`src/rtl/eeg_pkg.sv`:
```
package eeg_pkg;
  typedef enum logic [1:0] {
    OP_READ  = 2'd0,
    OP_PROG  = 2'd1,
    OP_ERASE = 2'd2,
    OP_NONE  = 2'd3
  } op_e;

  typedef enum logic [1:0] {
    ENG_IDLE  = 2'd0,
    ENG_PROG  = 2'd1,
    ENG_ERASE = 2'd2
  } eng_e;

  localparam int unsigned MB_READ  = 0;
  localparam int unsigned MB_PROG  = 1;
  localparam int unsigned MB_ERASE = 2;
  localparam int unsigned MB_WP    = 3;
  localparam int unsigned MB_EXT   = 7;
  localparam logic [7:0]  ERASED   = 8'hFF;
endpackage

```
`src/rtl/eeg_mode_reg.sv`:
```
module eeg_mode_reg (
  input  logic       clk,
  input  logic       rst_n,
  input  logic       we,
  input  logic [7:0] wdata,
  output logic [7:0] mode_q
);
  import eeg_pkg::*;

  logic [7:0] mode_d;

  always_comb begin
    mode_d = mode_q;
    if (we) begin
      mode_d         = 8'h00;
      mode_d[MB_READ]  = wdata[MB_READ];
      mode_d[MB_PROG]  = wdata[MB_PROG];
      mode_d[MB_ERASE] = wdata[MB_ERASE];
      mode_d[MB_EXT]   = wdata[MB_EXT];
      // protect bit only accumulates
      mode_d[MB_WP]    = mode_q[MB_WP] | wdata[MB_WP];
    end
  end

  always_ff @(posedge clk or negedge rst_n) begin
    if (!rst_n) mode_q <= 8'h00;
    else if (we) mode_q <= mode_d;
  end
endmodule

```
`src/rtl/eeg_access_check.sv`:
```
module eeg_access_check #(
  parameter int unsigned AW         = 7,
  parameter int unsigned PW         = 3,
  parameter int unsigned NPAGES     = 16,
  parameter int unsigned LOCK_PAGES = 4
) (
  input  logic [7:0]    mode,
  input  eeg_pkg::op_e  op,
  input  logic [AW-1:0] addr,
  input  logic [7:0]    cur_byte,
  output logic          ok
);
  import eeg_pkg::*;

  localparam int unsigned PGW       = AW - PW;
  localparam int unsigned FIRST_LCK = NPAGES - LOCK_PAGES;

  logic single, wp, locked;
  logic [PGW-1:0] page;

  always_comb begin
    page   = addr[AW-1:PW];
    single = $onehot(mode[2:0]);
    wp     = mode[MB_WP];
    locked = (32'(page) >= FIRST_LCK);
    unique case (op)
      OP_READ:  ok = single && mode[MB_READ];
      OP_PROG:  ok = single && mode[MB_PROG] && !wp && !locked && (cur_byte == ERASED);
      OP_ERASE: ok = single && mode[MB_ERASE] && !wp && !locked;
      default:  ok = 1'b0;
    endcase
  end
endmodule

```
`src/rtl/eeg_array.sv`:
```
module eeg_array #(
  parameter int unsigned AW           = 7,
  parameter int unsigned PW           = 3,
  parameter int unsigned PROG_CYCLES  = 20,
  parameter int unsigned ERASE_CYCLES = 30
) (
  input  logic          clk,
  input  logic          rst_n,
  input  logic          start,
  input  eeg_pkg::op_e  start_op,
  input  logic [AW-1:0] start_addr,
  input  logic [7:0]    start_data,
  input  logic [AW-1:0] rd_addr,
  output logic [7:0]    rd_byte,
  output logic          busy
);
  import eeg_pkg::*;

  localparam int unsigned DEPTH = 1 << AW;
  localparam int unsigned MAXC  = (PROG_CYCLES > ERASE_CYCLES) ? PROG_CYCLES : ERASE_CYCLES;
  localparam int unsigned CW    = $clog2(MAXC + 1);
  localparam logic [CW-1:0] PROG_LAST  = CW'(PROG_CYCLES - 1);
  localparam logic [CW-1:0] ERASE_LAST = CW'(ERASE_CYCLES - 1);

  eng_e          st_q, st_d;
  logic [CW-1:0] cnt_q, cnt_d;
  logic [AW-1:0] tgt_q, tgt_d;
  logic [7:0]    dat_q, dat_d;
  logic          done, done_prog, done_erase;
  logic [7:0]    mem [DEPTH];

  assign busy    = (st_q != ENG_IDLE);
  assign rd_byte = mem[rd_addr];

  always_comb begin
    st_d  = st_q;
    cnt_d = cnt_q;
    tgt_d = tgt_q;
    dat_d = dat_q;
    done  = 1'b0;
    if (st_q == ENG_IDLE) begin
      if (start) begin
        st_d  = (start_op == OP_ERASE) ? ENG_ERASE : ENG_PROG;
        cnt_d = '0;
        tgt_d = start_addr;
        dat_d = start_data;
      end
    end else begin
      done = (cnt_q == ((st_q == ENG_PROG) ? PROG_LAST : ERASE_LAST));
      if (done) st_d = ENG_IDLE;
      else      cnt_d = cnt_q + 1'b1;
    end
  end

  assign done_prog  = done && (st_q == ENG_PROG);
  assign done_erase = done && (st_q == ENG_ERASE);

  always_ff @(posedge clk or negedge rst_n) begin
    if (!rst_n) begin
      st_q  <= ENG_IDLE;
      cnt_q <= '0;
      tgt_q <= '0;
      dat_q <= '0;
    end else begin
      st_q  <= st_d;
      cnt_q <= cnt_d;
      tgt_q <= tgt_d;
      dat_q <= dat_d;
    end
  end

  for (genvar gi = 0; gi < DEPTH; gi++) begin : g_cell
    localparam logic [AW-1:0] CADDR = AW'(gi);
    logic       cell_we;
    logic [7:0] cell_d;
    always_comb begin
      cell_we = 1'b0;
      cell_d  = ERASED;
      if (done_erase && (CADDR[AW-1:PW] == tgt_q[AW-1:PW])) begin
        cell_we = 1'b1;
      end else if (done_prog && (CADDR == tgt_q)) begin
        cell_we = 1'b1;
        cell_d  = dat_q;
      end
    end
    always_ff @(posedge clk or negedge rst_n) begin
      if (!rst_n) mem[gi] <= ERASED;
      else if (cell_we) mem[gi] <= cell_d;
    end
  end
endmodule

```
`src/rtl/eeprom_guard_ctrl.sv`:
```
module eeprom_guard_ctrl #(
  parameter int unsigned NPAGES       = 16,
  parameter int unsigned PAGE_BYTES   = 8,
  parameter int unsigned LOCK_PAGES   = 4,
  parameter int unsigned PROG_CYCLES  = 20,
  parameter int unsigned ERASE_CYCLES = 30,
  localparam int unsigned AW          = $clog2(NPAGES * PAGE_BYTES)
) (
  input  logic          clk,
  input  logic          rst_n,
  input  logic          mode_we,
  input  logic [7:0]    mode_wdata,
  output logic [7:0]    mode_q,
  input  logic          addr_we,
  input  logic [AW-1:0] addr_wdata,
  input  logic          req_valid,
  input  logic [1:0]    req_op,
  input  logic [7:0]    req_wdata,
  output logic          resp_valid,
  output logic          resp_ack,
  output logic [7:0]    resp_rdata,
  output logic          busy,
  output logic          hold
);
  import eeg_pkg::*;

  localparam int unsigned PW = $clog2(PAGE_BYTES);

  logic [AW-1:0] addr_q;
  logic          pend_q, pend_d;
  op_e           pend_op_q;
  logic [AW-1:0] pend_addr_q;
  logic [7:0]    pend_data_q;
  logic          rv_d, ack_d;
  logic [7:0]    rdata_d;

  logic          take_new, park, refuse_busy, eval, ok, start;
  op_e           sel_op;
  logic [AW-1:0] sel_addr;
  logic [7:0]    sel_data, cur_byte;

  eeg_mode_reg u_mode (
    .clk(clk), .rst_n(rst_n), .we(mode_we), .wdata(mode_wdata), .mode_q(mode_q)
  );

  eeg_access_check #(.AW(AW), .PW(PW), .NPAGES(NPAGES), .LOCK_PAGES(LOCK_PAGES)) u_chk (
    .mode(mode_q), .op(sel_op), .addr(sel_addr), .cur_byte(cur_byte), .ok(ok)
  );

  eeg_array #(.AW(AW), .PW(PW), .PROG_CYCLES(PROG_CYCLES), .ERASE_CYCLES(ERASE_CYCLES)) u_arr (
    .clk(clk), .rst_n(rst_n), .start(start), .start_op(sel_op),
    .start_addr(sel_addr), .start_data(sel_data),
    .rd_addr(sel_addr), .rd_byte(cur_byte), .busy(busy)
  );

  always_comb begin
    take_new    = req_valid && !pend_q;
    park        = take_new && busy && mode_q[MB_EXT];
    refuse_busy = take_new && busy && !mode_q[MB_EXT];
    eval        = !busy && (pend_q || take_new);
    sel_op      = pend_q ? pend_op_q   : op_e'(req_op);
    sel_addr    = pend_q ? pend_addr_q : addr_q;
    sel_data    = pend_q ? pend_data_q : req_wdata;
    start       = eval && ok && (sel_op != OP_READ);
    rv_d        = eval || refuse_busy;
    ack_d       = eval && ok;
    rdata_d     = (eval && ok && (sel_op == OP_READ)) ? cur_byte : 8'h00;
    pend_d      = pend_q;
    if (park) pend_d = 1'b1;
    else if (eval && pend_q) pend_d = 1'b0;
  end

  assign hold = pend_q;

  always_ff @(posedge clk or negedge rst_n) begin
    if (!rst_n) addr_q <= '0;
    else if (addr_we) addr_q <= addr_wdata;
  end

  always_ff @(posedge clk or negedge rst_n) begin
    if (!rst_n) begin
      pend_q      <= 1'b0;
      pend_op_q   <= OP_READ;
      pend_addr_q <= '0;
      pend_data_q <= '0;
    end else begin
      pend_q <= pend_d;
      if (park) begin
        pend_op_q   <= op_e'(req_op);
        pend_addr_q <= addr_q;
        pend_data_q <= req_wdata;
      end
    end
  end

  always_ff @(posedge clk or negedge rst_n) begin
    if (!rst_n) begin
      resp_valid <= 1'b0;
      resp_ack   <= 1'b0;
      resp_rdata <= 8'h00;
    end else begin
      resp_valid <= rv_d;
      resp_ack   <= ack_d;
      resp_rdata <= rdata_d;
    end
  end
endmodule

```
`config.mk`:
```
export PLATFORM = sky130hd
export DESIGN_NAME = eeprom_guard_ctrl
export DESIGN_NICKNAME = d
export VERILOG_FILES = /design/src/rtl/eeg_pkg.sv /design/src/rtl/eeg_mode_reg.sv /design/src/rtl/eeg_access_check.sv /design/src/rtl/eeg_array.sv /design/src/rtl/eeprom_guard_ctrl.sv
export SDC_FILE = /design/constraint.sdc
export NUM_CORES = 2
export LEC_CHECK = 0
export BUFFER_PORTS_ARGS = -buffer_cell sky130_fd_sc_hd__buf_2
export CORE_MARGIN = 2
export CORE_UTILIZATION = 30
export CTS_CLUSTER_DIAMETER = 100
export DETAILED_ROUTE_END_ITERATION = 16
export PLACE_DENSITY = 0.52
export SYNTH_ARGS = -nofsm -noshare
export SYNTH_HDL_FRONTEND = slang
export SYNTH_HIERARCHICAL = 1
export SYNTH_SLANG_ARGS = --single-unit
```
`constraint.sdc`:
```
create_clock -name clk -period 5.7 [get_ports clk]
set_clock_uncertainty 0.05 [all_clocks]
set_input_delay 0.57 -clock clk [delete_from_list [all_inputs] [get_ports clk]]
set_output_delay 0.57 -clock clk [all_outputs]
set_load 0.01 [all_outputs]
```
==> out/qor.yml <==
coreArea_um2: 180000
dr_total_vias: 42462
synth_edf_count: 0
drt-initial-drc-count: 4293
drc: 0
ys_top_cells_by_area: "dfstp_2 50%, mux4_2 14%, nand3_1 9.5%"
fin_nets: 5135
ant_nets: 0
rows: 156
synthDistinctLibCells: 43
rsz0062_at_grt: "no"
ys_ff_latch: 1086
dominantRegCellSynth: "dfstp_2"
grt_pass1_wl_um: 275000
wire_per_inst_um: 23.5
drive_gt1_share_pct: 35.0
cts_resized: 0
initial_utilization_pct: 30.1
port_buffers: 43
place_congestion: 0.811
hold_end: "addr_q[0]"
fmax_mhz: 185
die_h_um: 429
yosysMostFrequentCell: "nand2_1"
worstReg2RegStart: "hold"
setup_viol: 0
fp.dieW_um: 429
hold_class: "primary input to flip-flop"
hold_violations: 0
ys_warn_count: 6
io_pins: 50
dr.pass1.iters: 6
post-route-min-period_ps: 5400
crit_path_end_kind: "flip-flop"
combPwrFrac_pct: 15.0
seqPwrFrac_pct: 43.1
synth_area_leader_cell: "dfstp_2"
synthCells: 5359
min_from: "addr_wdata[0]"
p_switching_uw: 5990
grt_overflow: 0
fin_area_um2: 61100
p_int_uw: 13700
routed_wl_um: 178000
critPathRequiredTime_ps: 6280
cp.arrival_ps: 5980
fin_crit_sh_pct: 94.7
p_leak_uw: 0.0247
yosys-top-cells-count: "1055 x nand2_1, 1033 x nand3_1, 1028 x o21ai_0"
holdPathStages: 2
r2r-end: "u_arr/tgt_q[1]"
cts_tree: "yes"
cts_buffers: 119
syn_avg_cell_area_um2: 10.1
htreeDepth: 3
grt_max_degree: 175
final_cells: 7569
ir_worst_vdd_uv: 223
powerDensity_nw_per_um2: 323
hpwl_um: 103000
netlist_area_um2: 54300
dpl_cell_area_um2: 56700
die_area_um2: 184000
tightest_slew_ps: 1350
regToRegSetupSlack_ps: 300
syn2layout_area_growth_pct: 12.5
cts_max_path_buffers: 3
clkTransAtPathRegs_ps: 60
slew_violations: 0
worst-path-max-fanout: 60
via_per_inst: 5.61
async_reset_ff_share_pct: 100
relSlewSlack_pct: 9.97
clk_latency_ps: 770
antenna_found_initial: 5
p_clk_share_pct: 41.9
status: "complete, no violations"
critPathLaunchType: "flip-flop"
placedCellCount: 7336
cap_violations: 0
r2r_cells: 14
tns_ps: 0
n_fill_cell: 18042
root_buffer: "clkbuf_16"
grt_pass1_vias: 42182
synth_top_area_share_pct: 49.6
cts_sinks: 1086
swShare_pct: 30.4
worst-setup-path-type: "flip-flop to flip-flop"
synth_seq_area_share_pct: 52.4
grt_use_total_pct: 19.0
-- worst max-delay path by stage --
stage | start | to | slack (ps)
2_1_floorplan | hold | u_arr/dat_q[5] | 860
3_5_place_dp | hold | u_arr/tgt_q[1] | 320
4_1_cts | hold | u_arr/tgt_q[1] | 310
6_report | hold | u_arr/tgt_q[1] | 300
5_1_grt | hold | u_arr/tgt_q[1] | 90
3_3_place_gp | hold | u_arr/tgt_q[1] | 230
-- layout by cell type, fill, tap and decap left out, drive strengths merged, types with 16 or more instances in the layout --
master	Yosys	layout
buf	56	147
nor2	135	135
dfstp	1024	1024
nand3	1033	1033
mux4	336	336
o21ai	1028	1028
clkbuf	486	172
dfrtp	62	62
dlygate4sd3	0	16
clkinv	0	25
nand2	1055	1055
mux2	69	69
-- cell families after synthesis --
family          synth area share, %
xor+xnor                     0.0161
other cells                 0.00691
flops                          52.4
fa+ha+maj                    0.0599
compound gates                 9.67
simple gates                   18.4
buf+inv                        3.96
mux                            15.5
-- power groups by stage --
stage,clock network [µW],logic (µW),registers (µW)
after floorplan,0,1920,8190
after global placement,0,2930,8580
after detailed placement,0,2950,8580
after CTS,8450,2960,8480
after global routing,8760,3120,8520
final,8270,2960,8490
-- layer usage --
metal | GRT usage, % | routed length [µm] | vias to the layer above
met4 | 6.53 | 5680 | 2
met5 | 0 | 18 | -
met2 | 29.5 | 82700 | 1634
met3 | 2.33 | 10500 | 222
li1 | - | - | 18471
met1 | 27.3 | 79000 | 22133
-- through the flow --
stage / hold slack, ps / setup slack [ps] / power, µW / utilization, %
5_1_grt: 27.3 / 93.0 / 20400 / 33.9
3_3_place_gp: 433 / 229 / 11500 / 31.5
2_1_floorplan: 224 / 857 / 10100 / -
6_report: 44.0 / 304 / 19700 / 33.9
4_1_cts: 6.46 / 309 / 19900 / 33.9
3_5_place_dp: 437 / 320 / 11500 / 31.5
-- sequential cells by signal (all words and copies together), names as in the netlist --
register and flops:
u_arr/st_q 2, u_arr/mem 1024, u_arr/tgt_q 7, addr_q 7, pend_addr_q 7, pend_data_q 8
resp_valid 1, resp_rdata 8, u_arr/dat_q 8, hold 1, u_mode/mode_q 5, resp_ack 1
pend_op_q 2, u_arr/cnt_q 5
-- final cells by class --
cell class | count | area [µm²] | area share [%]
multi-input cells | 3726 | 23900 | 39.1
well taps | 2370 | 2970 | 4.85
clock buffers | 172 | 3560 | 5.83
clock inverters | 44 | 611 | 1.00
flip-flops and latches | 1086 | 28500 | 46.6
inverters | 7 | 26.3 | 0.0430
repair buffers | 163 | 1570 | 2.56
diodes | 1 | 2.50 | 0.00410
-- repair_timing --
item	in CTS	in global routing
hold endpoints to repair	16	0
hold buffers	16	0
endpoints found under the setup margin	0	0
setup buffers	0	0
-- critical path: stages, from the launching register on --
cell and delay (ps):
dfrtp_1 450, mux2_8 640, buf_4 590, mux4_2 390
mux4_2 300, mux4_2 250, mux2_2 160, nand4_1 100
nor4_1 810, o311a_1 280, nor4b_1 230, inv_1 150
nor2_1 220, buf_4 240, mux2_2 350
(Power assumes the default switching activity.)
